File: src/rtl/flash_wr_csr_pkg.sv
package flash_wr_csr_pkg;
  // Bit positions within the control/status word
  localparam int BitGo      = 0;
  localparam int BitAbort   = 1;
  localparam int BitActive  = 2;
  localparam int BitBufFull = 3;
  localparam int BitQFull   = 4;
  localparam int BitDone    = 5;
  localparam int DoneCntLo  = 6;

  // Strobes from control to datapath, valid for one cycle
  typedef struct packed {
    logic push;     // queue one operation
    logic flush;    // abort everything
    logic clrDone;  // acknowledge completions
  } strobe_t;
endpackage

File: src/rtl/flash_wr_csr_ctrl.sv
module flash_wr_csr_ctrl
  import flash_wr_csr_pkg::*;
#(
  parameter int ADDR_W = 8,
  parameter int DATA_W = 32,
  parameter logic [ADDR_W-1:0] CSR_OFFSET = 8'h70,
  parameter int OCC_W = 2
) (
  input  logic              clk,
  input  logic              rstN,
  input  logic [ADDR_W-1:0] regAddr,
  input  logic              regWe,
  input  logic [DATA_W-1:0] regWdata,
  input  logic [OCC_W-1:0]  occ,
  input  logic              engBusy,
  input  logic              engDone,
  output strobe_t           strb,
  output logic              engLaunch,
  output logic              engCancel
);
  logic hit, goReq, abortReq, doneEv, issueNow, headIssued;
  logic unusedWdata;

  assign hit      = regWe && (regAddr == CSR_OFFSET);
  assign goReq    = hit && regWdata[BitGo];
  assign abortReq = hit && regWdata[BitAbort];
  assign unusedWdata = ^regWdata;

  always_comb begin
    strb         = '0;
    strb.flush   = abortReq;
    strb.push    = goReq && !abortReq;   // abort beats start
    strb.clrDone = hit && regWdata[BitDone];
  end

  assign doneEv   = engDone && (occ != '0);
  assign issueNow = (occ != '0) && !headIssued && !engBusy && !abortReq;

  always_ff @(posedge clk or negedge rstN) begin
    if (!rstN) begin
      headIssued <= 1'b0;
      engLaunch  <= 1'b0;
      engCancel  <= 1'b0;
    end else begin
      engLaunch <= issueNow;
      engCancel <= abortReq;
      if (abortReq)      headIssued <= 1'b0;
      else if (issueNow) headIssued <= 1'b1;
      else if (doneEv)   headIssued <= 1'b0;
    end
  end
endmodule

File: src/rtl/flash_wr_csr_dp.sv
module flash_wr_csr_dp
  import flash_wr_csr_pkg::*;
#(
  parameter int DATA_W = 32,
  parameter int DEPTH  = 2,
  parameter int OCC_W  = 2,
  parameter int CNT_W  = 2
) (
  input  logic              clk,
  input  logic              rstN,
  input  strobe_t           strb,
  input  logic              engDone,
  input  logic              sramFullIn,
  output logic [OCC_W-1:0]  occ,
  output logic [DATA_W-1:0] csrWord
);
  localparam logic [OCC_W-1:0] OccFull = OCC_W'(DEPTH);

  logic             doneFlag;
  logic [CNT_W-1:0] doneCnt;
  logic             doneEv, pushOk;
  logic [OCC_W-1:0] occNext;

  assign doneEv = engDone && (occ != '0);
  assign pushOk = strb.push && (occ != OccFull);

  always_comb begin
    occNext = occ;
    if (doneEv) occNext = occNext - OCC_W'(1);
    if (pushOk) occNext = occNext + OCC_W'(1);
  end

  always_ff @(posedge clk or negedge rstN) begin
    if (!rstN) begin
      occ      <= '0;
      doneFlag <= 1'b0;
      doneCnt  <= '0;
    end else begin
      occ      <= strb.flush ? '0 : occNext;
      doneFlag <= (strb.clrDone ? 1'b0 : doneFlag) | doneEv;
      doneCnt  <= (strb.clrDone ? '0 : doneCnt) + CNT_W'(doneEv);
    end
  end

  always_comb begin
    csrWord = '0;
    csrWord[BitActive]  = (occ != '0);
    csrWord[BitBufFull] = sramFullIn;
    csrWord[BitQFull]   = (occ == OccFull);
    csrWord[BitDone]    = doneFlag;
    for (int i = 0; i < CNT_W; i++) csrWord[DoneCntLo + i] = doneCnt[i];
  end
endmodule

File: src/rtl/flash_wr_launch_csr.sv
module flash_wr_launch_csr
  import flash_wr_csr_pkg::*;
#(
  parameter int ADDR_W = 8,
  parameter int DATA_W = 32,
  parameter logic [ADDR_W-1:0] CSR_OFFSET = 8'h70,
  parameter int DEPTH  = 2,
  parameter int CNT_W  = 2
) (
  input  logic              clk,
  input  logic              rstN,
  input  logic [ADDR_W-1:0] regAddr,
  input  logic              regWe,
  input  logic [DATA_W-1:0] regWdata,
  output logic [DATA_W-1:0] regRdata,
  input  logic              sramFullIn,
  input  logic              engBusy,
  input  logic              engDone,
  output logic              engLaunch,
  output logic              engCancel
);
  localparam int OCC_W = $clog2(DEPTH + 1);

  strobe_t           strb;
  logic [OCC_W-1:0]  occ;
  logic [DATA_W-1:0] csrWord;

  flash_wr_csr_ctrl #(
    .ADDR_W(ADDR_W), .DATA_W(DATA_W), .CSR_OFFSET(CSR_OFFSET), .OCC_W(OCC_W)
  ) u_ctrl (
    .clk(clk), .rstN(rstN), .regAddr(regAddr), .regWe(regWe),
    .regWdata(regWdata), .occ(occ), .engBusy(engBusy), .engDone(engDone),
    .strb(strb), .engLaunch(engLaunch), .engCancel(engCancel)
  );

  flash_wr_csr_dp #(
    .DATA_W(DATA_W), .DEPTH(DEPTH), .OCC_W(OCC_W), .CNT_W(CNT_W)
  ) u_dp (
    .clk(clk), .rstN(rstN), .strb(strb), .engDone(engDone),
    .sramFullIn(sramFullIn), .occ(occ), .csrWord(csrWord)
  );

  assign regRdata = (regAddr == CSR_OFFSET) ? csrWord : '0;
endmodule

File: config.mk
export PLATFORM = sky130hd
export DESIGN_NAME = flash_wr_launch_csr
export DESIGN_NICKNAME = d
export VERILOG_FILES = /design/src/rtl/flash_wr_csr_pkg.sv /design/src/rtl/flash_wr_csr_ctrl.sv /design/src/rtl/flash_wr_csr_dp.sv /design/src/rtl/flash_wr_launch_csr.sv
export SDC_FILE = /design/constraint.sdc
export NUM_CORES = 1
export LEC_CHECK = 0
export BUFFER_PORTS_ARGS = -buffer_cell sky130_fd_sc_hd__buf_4
export CAP_MARGIN = 20
export CORE_MARGIN = 8
export CORE_UTILIZATION = 30
export DETAILED_ROUTE_END_ITERATION = 8
export GPL_ROUTABILITY_DRIVEN = 0
export PLACE_DENSITY_LB_ADDON = 0.15
export SLEW_MARGIN = 20
export SYNTH_ARGS = -nofsm -noshare
export SYNTH_HDL_FRONTEND = slang
export SYNTH_SLANG_ARGS = --single-unit
File: constraint.sdc
create_clock -name clk -period 1.45 [get_ports clk]
set_clock_uncertainty 0.05 [all_clocks]
set_input_delay 0.29 -clock clk [delete_from_list [all_inputs] [get_ports clk]]
set_output_delay 0.29 -clock clk [all_outputs]
set_load 0.01 [all_outputs]
==> impl_metrics.py, run 1 <==
metrics = {
    "clock_network": {
        "cts_max_path_buffers": 2,
        "h-tree-depth": 1,
        "insertion_delay_ns": 0.24,
        "clockRootBuffer": "clkbuf_4",
        "cts_buffers": 3,
        "clkSlewWorstSetupHoldPaths_ns": 0.05,
        "clock-sinks": 8,
        "cts_tree": "yes",
    },
    "setup_path": {
        "critPathCaptureType": "output port",
        "cp.required_ns": 1.11,
        "slowest_stage": "dfrtp_1",
        "cp_common_cell": "buf_6",
        "critical_path_class": "flop to output port",
        "critPathMaxFanout": 3,
        "path_cells": "inv_2 > ha_4 > buf_6 > and3b_1 > buf_6",
        "r2r_slack_ns": -0.06,
        "start_kind": "flop",
        "crit_path_max_incr_delay_ns": 0.35,
        "crit_arrival_ns": 1.25,
    },
    "power_and_ir_drop": {
        "peakVddDrop_uv": 1010,
        "leakage_nw": 0.579,
        "power.density_mw_per_mm2": 1250,
    },
    "sta": {
        "fin_crit_sh_pct": 110,
        "rsz0062_at_grt": "true",
        "min_period_ns": 1.59,
        "max_clock_freq_mhz": 628,
        "worst_slack_ns": -0.143,
        "setup_tns_ns": -0.396,
        "hold_slack_ns": 0.276,
        "drv_slew": 0,
        "setup_viol": 8,
        "hold_viol_final": 0,
    },
    "synthesis": {
        "synth_area_per_cell_um2": 9.63,
        "syn-cell-area_um2": 722,
        "synth_cell_types": 31,
        "synth_cells": 75,
        "yosysSeqAreaShare_pct": 27.7,
        "yosys_warnings": 0,
        "ys_seq_elements": 8,
    },
    "routing": {
        "met3_length_um": 209,
        "first_pass_iters": 2,
        "met2WireLength_um": 873,
        "vias_per_cell": 4.06,
        "num_vias": 588,
        "ant_nets": 0,
        "drt-wirelength-per-cell_um": 11.7,
        "route.detailed.drc": 0,
        "drtIter0Drc": 4,
        "drt_wl_total_mm": 1.70,
        "drt-met1-wl_um": 586,
        "topRoutingLayerUsed": "met4",
    },
    "finish": {
        "fin_nets": 168,
        "fin_cells": 145,
        "finalCoreUtilization_pct": 49.7,
        "antenna_cells": 0,
        "layout_common_cells": "buf_4, conb_1, buf_6, dfrtp_1, and3_4",
        "final_layout_size_suffix_gt1_share_pct": 55.6,
        "syn_to_final_growth_pct": 55.3,
        "final_common_cell": "buf_4",
        "num-fill-cells": 224,
    },
    "floorplan": {
        "dieWidth_um": 65.1,
        "initial_core_util_pct": 32.0,
        "core_mm2": 0.00225,
        "die_h_um": 65.1,
        "dieArea_mm2": 0.00423,
        "ios": 80,
        "row_count": 17,
    },
    "run": {
        "max_cap_viol_count": 0,
    },
    "outcome": {
        "outcome": "finished, violations left",
        "violations": "setup timing",
    },
    "grt": {
        "track_usage_pct": 7.97,
        "grt_first_pass_wirelength_mm": 2.67,
        "grt-ovfl-total": 0,
        "grt_max_degree": 9,
        "antenna_found_initial": 0,
        "grt_pass1_vias": 598,
    },
    "min_path": {
        "holdCritPathClass": "input port to flop",
    },
    "placement": {
        "dpl.hpwl_mm": 1.46,
        "place_inst": 138,
        "portBuffers": 24,
    },
}
-- what timing repair did --
| action | 4_1_cts | 5_1_grt |
|---|---|---|
| endpoints found under the setup margin | 8 | 10 |
| pin swaps | 7 | 6 |
| gates resized for setup | 22 | 2 |
| hold buffers | 1 | 0 |
| setup buffers | 2 | 1 |
| endpoints found under the hold margin | 8 | 0 |
-- synth_stat cells --
| master | count | area [um2] |
|---|---|---|
| nand2b_4 | 1 | 13.8 |
| a21oi_1 | 2 | 10.0 |
| o211ai_1 | 1 | 7.51 |
| inv_2 | 1 | 3.75 |
| buf_4 | 27 | 203 |
| and2_1 | 1 | 6.26 |
| and3b_1 | 1 | 8.76 |
| xor2_1 | 1 | 8.76 |
| nand3_1 | 1 | 5.00 |
| or2_2 | 1 | 6.26 |
| nor2b_1 | 2 | 12.5 |
| a211oi_1 | 1 | 7.51 |
| conb_1 | 1 | 3.75 |
| nand4b_1 | 1 | 8.76 |
| and2_4 | 1 | 8.76 |
| xnor2_1 | 2 | 17.5 |
| a21boi_1 | 1 | 7.51 |
| nor4b_4 | 1 | 23.8 |
| a211o_1 | 1 | 8.76 |
| nor4bb_4 | 1 | 25.0 |
| nor2_1 | 1 | 3.75 |
| nand2_2 | 1 | 6.26 |
| ha_1 | 3 | 37.5 |
| inv_1 | 2 | 7.51 |
| and3_1 | 6 | 37.5 |
| nor3b_1 | 1 | 7.51 |
| nor3_1 | 1 | 5.00 |
| dfrtp_1 | 8 | 200 |
| or3_1 | 1 | 6.26 |
| nand4_1 | 1 | 6.26 |
| a21o_1 | 1 | 7.51 |
-- cells by family (layout without fill, tap and decap cells) --
logic type,after synthesis,in the layout,synth area share (%)
xor gates and xnor gates,3,3,3.64
and+or+nand+nor,23,23,26.5
other,1,26,0.519
AOI/OAI and AO/OA,7,7,6.76
buffers and inverters,30,47,29.6
DFF,8,8,27.7
adders and majority gates,3,3,5.20
-- through the flow --
| stage | total power [mW] | setup slack, ns | area [um2] |
|---|---|---|---|
| 2_1_floorplan | 0.814 | -0.109 | 855 |
| 3_3_place_gp | 1.07 | -0.135 | 961 |
| 3_5_place_dp | 1.09 | -0.148 | 961 |
| 4_1_cts | 1.39 | -0.153 | 1100 |
| 5_1_grt | 1.51 | -0.207 | 1120 |
| 6_report | 1.40 | -0.143 | 1120 |
-- per-layer routing --
metal / track usage, % / up-vias
met3: 2.75 / 4
met4: 4.90 / 0
li1: - / 287
met5: 0 / -
met1: 7.59 / 267
met2: 14.4 / 30
-- flip-flops by register name (all words and copies together), names as in the netlist --
name and cells:
u_ctrl.engLaunch 1, u_dp.doneCnt 2, u_dp.doneFlag 1, u_ctrl.engCancel 1, u_dp.occ 2, u_ctrl.headIssued 1
-- report_power, final --
part           internal [mW]  switching, mW
Sequential             0.308         0.0498
Combinational          0.509          0.370
Clock                 0.0941         0.0671
Total                  0.911          0.487
-- worst paths after layout --
kind | start | to | cells after the start
setup / recovery | u_dp.occ[0] | regRdata[2] | 5
setup reg to reg | u_dp.occ[0] | u_dp.occ[0] | 7
max in group asynchronous | rstN | u_dp.occ[1] | 2
hold / removal | engBusy | u_ctrl.engLaunch | 3
min in group asynchronous | rstN | u_dp.doneCnt[0] | 2
hold reg to reg | u_dp.doneFlag | u_dp.doneFlag | 1
-- final cells by class --
cell class	count	area, um2	share of cell area [%]
multi-input cells	62	498	44.4
repair buffers	41	352	31.4
flip-flops and latches	8	200	17.9
well taps	28	35.0	3.12
clock buffers	3	22.5	2.01
inverters	3	13.8	1.23
-- worst max-delay path: cells and delay by family, from the launching register on --
kind,cells,cell delay (ns)
fa+ha+maj,1,0.17
buf+inv,3,0.27
simple gates,1,0.22
flops,1,0.35
Power figures use the tool's default switching activity.
==> run 2: changes to the inputs <==
==> constraint.sdc (replaced) <==
create_clock -name clk -period 1.45 [get_ports clk]
set_clock_uncertainty 0.05 [all_clocks]
set_input_delay 0.145 -clock clk [delete_from_list [all_inputs] [get_ports clk]]
set_output_delay 0.145 -clock clk [all_outputs]
set_load 0.01 [all_outputs]
==> run 2 against run 1 <==
Clock-buffer cell count unchanged; sequential power down 3%; flip-flop and latch count did not move; critical endpoint is now u_dp.occ[1]; design area is 7.1% lower; die area stayed put; first-iteration DRC count is 25% higher; global-route usage rose by 0.11 points; total power shrank 1.2%; the run still ends with setup timing left; wire length rose by 3.7%; final cell count unchanged.
==> impl_metrics.py, run 2 (synthesis results as in run 1) <==
metrics = {
    "outcome": {
        "outcome": "finished, violations left",
        "violations": "setup timing",
    },
    "grt": {
        "antenna_found_initial": 0,
        "track_usage_pct": 8.08,
        "grt_max_degree": 9,
        "grt_pass1_vias": 636,
        "grt-ovfl-total": 0,
        "grt_first_pass_wirelength_mm": 2.76,
    },
    "finish": {
        "fin_nets": 168,
        "layout_common_cells": "buf_4, conb_1, dfrtp_1, and3_1, clkbuf_4",
        "finalCoreUtilization_pct": 46.2,
        "final_common_cell": "buf_4",
        "syn_to_final_growth_pct": 44.2,
        "final_layout_size_suffix_gt1_share_pct": 52.1,
        "final_cell_area_mm2": 0.00104,
        "reg_top3": "u_dp.doneCnt: 2 flops, u_dp.occ: 2 flops",
        "antenna_cells": 0,
        "fin_cells": 145,
    },
    "sta": {
        "hold_viol_final": 0,
        "rsz0062_at_grt": "true",
        "min_period_ns": 1.52,
        "setup_viol": 4,
        "max_clock_freq_mhz": 659,
        "hold_slack_ns": 0.108,
        "fin_crit_sh_pct": 105,
        "drv_slew": 0,
        "setup_tns_ns": -0.124,
        "worst_slack_ns": -0.0682,
    },
    "setup_path": {
        "critPathMaxFanout": 3,
        "critical_path_class": "flop to flop",
        "crit_arrival_ns": 1.65,
        "critPathCaptureType": "flop",
        "start_kind": "flop",
        "worstRegToRegCells": 8,
        "cp.required_ns": 1.59,
    },
    "clock_network": {
        "clock-sinks": 8,
        "clockRootBuffer": "clkbuf_4",
        "insertion_delay_ns": 0.25,
        "cts_max_path_buffers": 2,
        "cts_tree": "yes",
        "cts_buffers": 3,
        "clkSlewWorstSetupHoldPaths_ns": 0.05,
        "h-tree-depth": 1,
    },
    "routing": {
        "drt-wirelength-per-cell_um": 12.2,
        "first_pass_iters": 2,
        "route.detailed.drc": 0,
        "vias_per_cell": 4.08,
        "ant_nets": 0,
        "num_vias": 591,
        "drtIter0Drc": 5,
        "drt_wl_total_mm": 1.76,
    },
    "placement": {
        "place_inst": 138,
        "dpl-instance-area_um2": 941,
        "portBuffers": 24,
        "post-place-ws_ns": -0.0535,
        "dpl.hpwl_mm": 1.47,
    },
    "floorplan": {
        "die_h_um": 65.1,
        "row_count": 17,
        "ios": 80,
        "dieArea_mm2": 0.00423,
        "initial_core_util_pct": 32.0,
        "core_mm2": 0.00225,
        "dieWidth_um": 65.1,
    },
    "min_path": {
        "whs_path_depth": 3,
        "holdCritPathClass": "input port to flop",
    },
    "power_and_ir_drop": {
        "peakVddDrop_uv": 750,
        "power.density_mw_per_mm2": 1330,
        "finalPower_mw": 1.38,
        "leakage_nw": 0.571,
    },
    "run": {
        "max_cap_viol_count": 0,
    },
}
==> run 2: changes by cell type in the layout (fill, tap and decap cells not counted) <==
cell and change:
buf_4 +11, buf_6 -11, and3_1 +4, and3_4 -4
ha_2 +2, ha_4 -2, a21oi_1 -1, a21oi_2 +1
and2_1 +1, and2_4 -1, nor3_2 +1, nor3_4 -1
nor3b_2 -1, nor3b_4 +1
==> run 2: metal layers <==
metal / vias up / wire, um / global-route usage [%]
met5: - / 0 / 0
met4: 0 / 19 / 4.09
met3: 4 / 229 / 2.92
met2: 32 / 858 / 14.3
met1: 269 / 656 / 8.19
li1: 286 / - / -
==> run 2: critical path: stages, from the launching register on <==
cell      delay (ns)
dfrtp_1         0.38
inv_2           0.08
ha_4            0.14
nand2b_4        0.13
inv_4           0.04
buf_4           0.13
xnor2_2         0.12
a211o_1         0.31
nand3_2         0.07
==> run 2: final timing paths <==
path	slack (ns)	start	end
max reg2reg	-0.07	u_dp.occ[0]	u_dp.occ[1]
min in group asynchronous	0.20	rstN	u_dp.doneCnt[0]
min	0.11	engBusy	u_ctrl.engLaunch
max in group asynchronous	1.03	rstN	u_dp.occ[1]
min reg2reg	0.43	u_dp.doneFlag	u_dp.doneFlag
max	-0.07	u_dp.occ[0]	u_dp.occ[1]
==> run 2: repair_timing <==
item,CTS,global route
pin swaps,2,2
hold buffers,1,0
buffers inserted,2,1
endpoints found under the hold margin,8,0
setup endpoints to repair,4,6
resized for setup,3,6
==> run 2: final cells by class <==
cell class / instances / area [um2]
Clock buffer: 3 / 22.5
Fill cell: 252 / 1210
Inverter: 3 / 13.8
Multi-Input combinational cell: 62 / 459
Sequential cell: 8 / 200
Tap cell: 28 / 35.0
Timing Repair Buffer: 41 / 310
==> run 2: where the power goes <==
group / internal [mW] / switching (mW) / leakage (nW)
combinational: 0.504 / 0.360 / 0.464
sequential: 0.308 / 0.0405 / 0.0934
clock: 0.0946 / 0.0736 / 0.0138
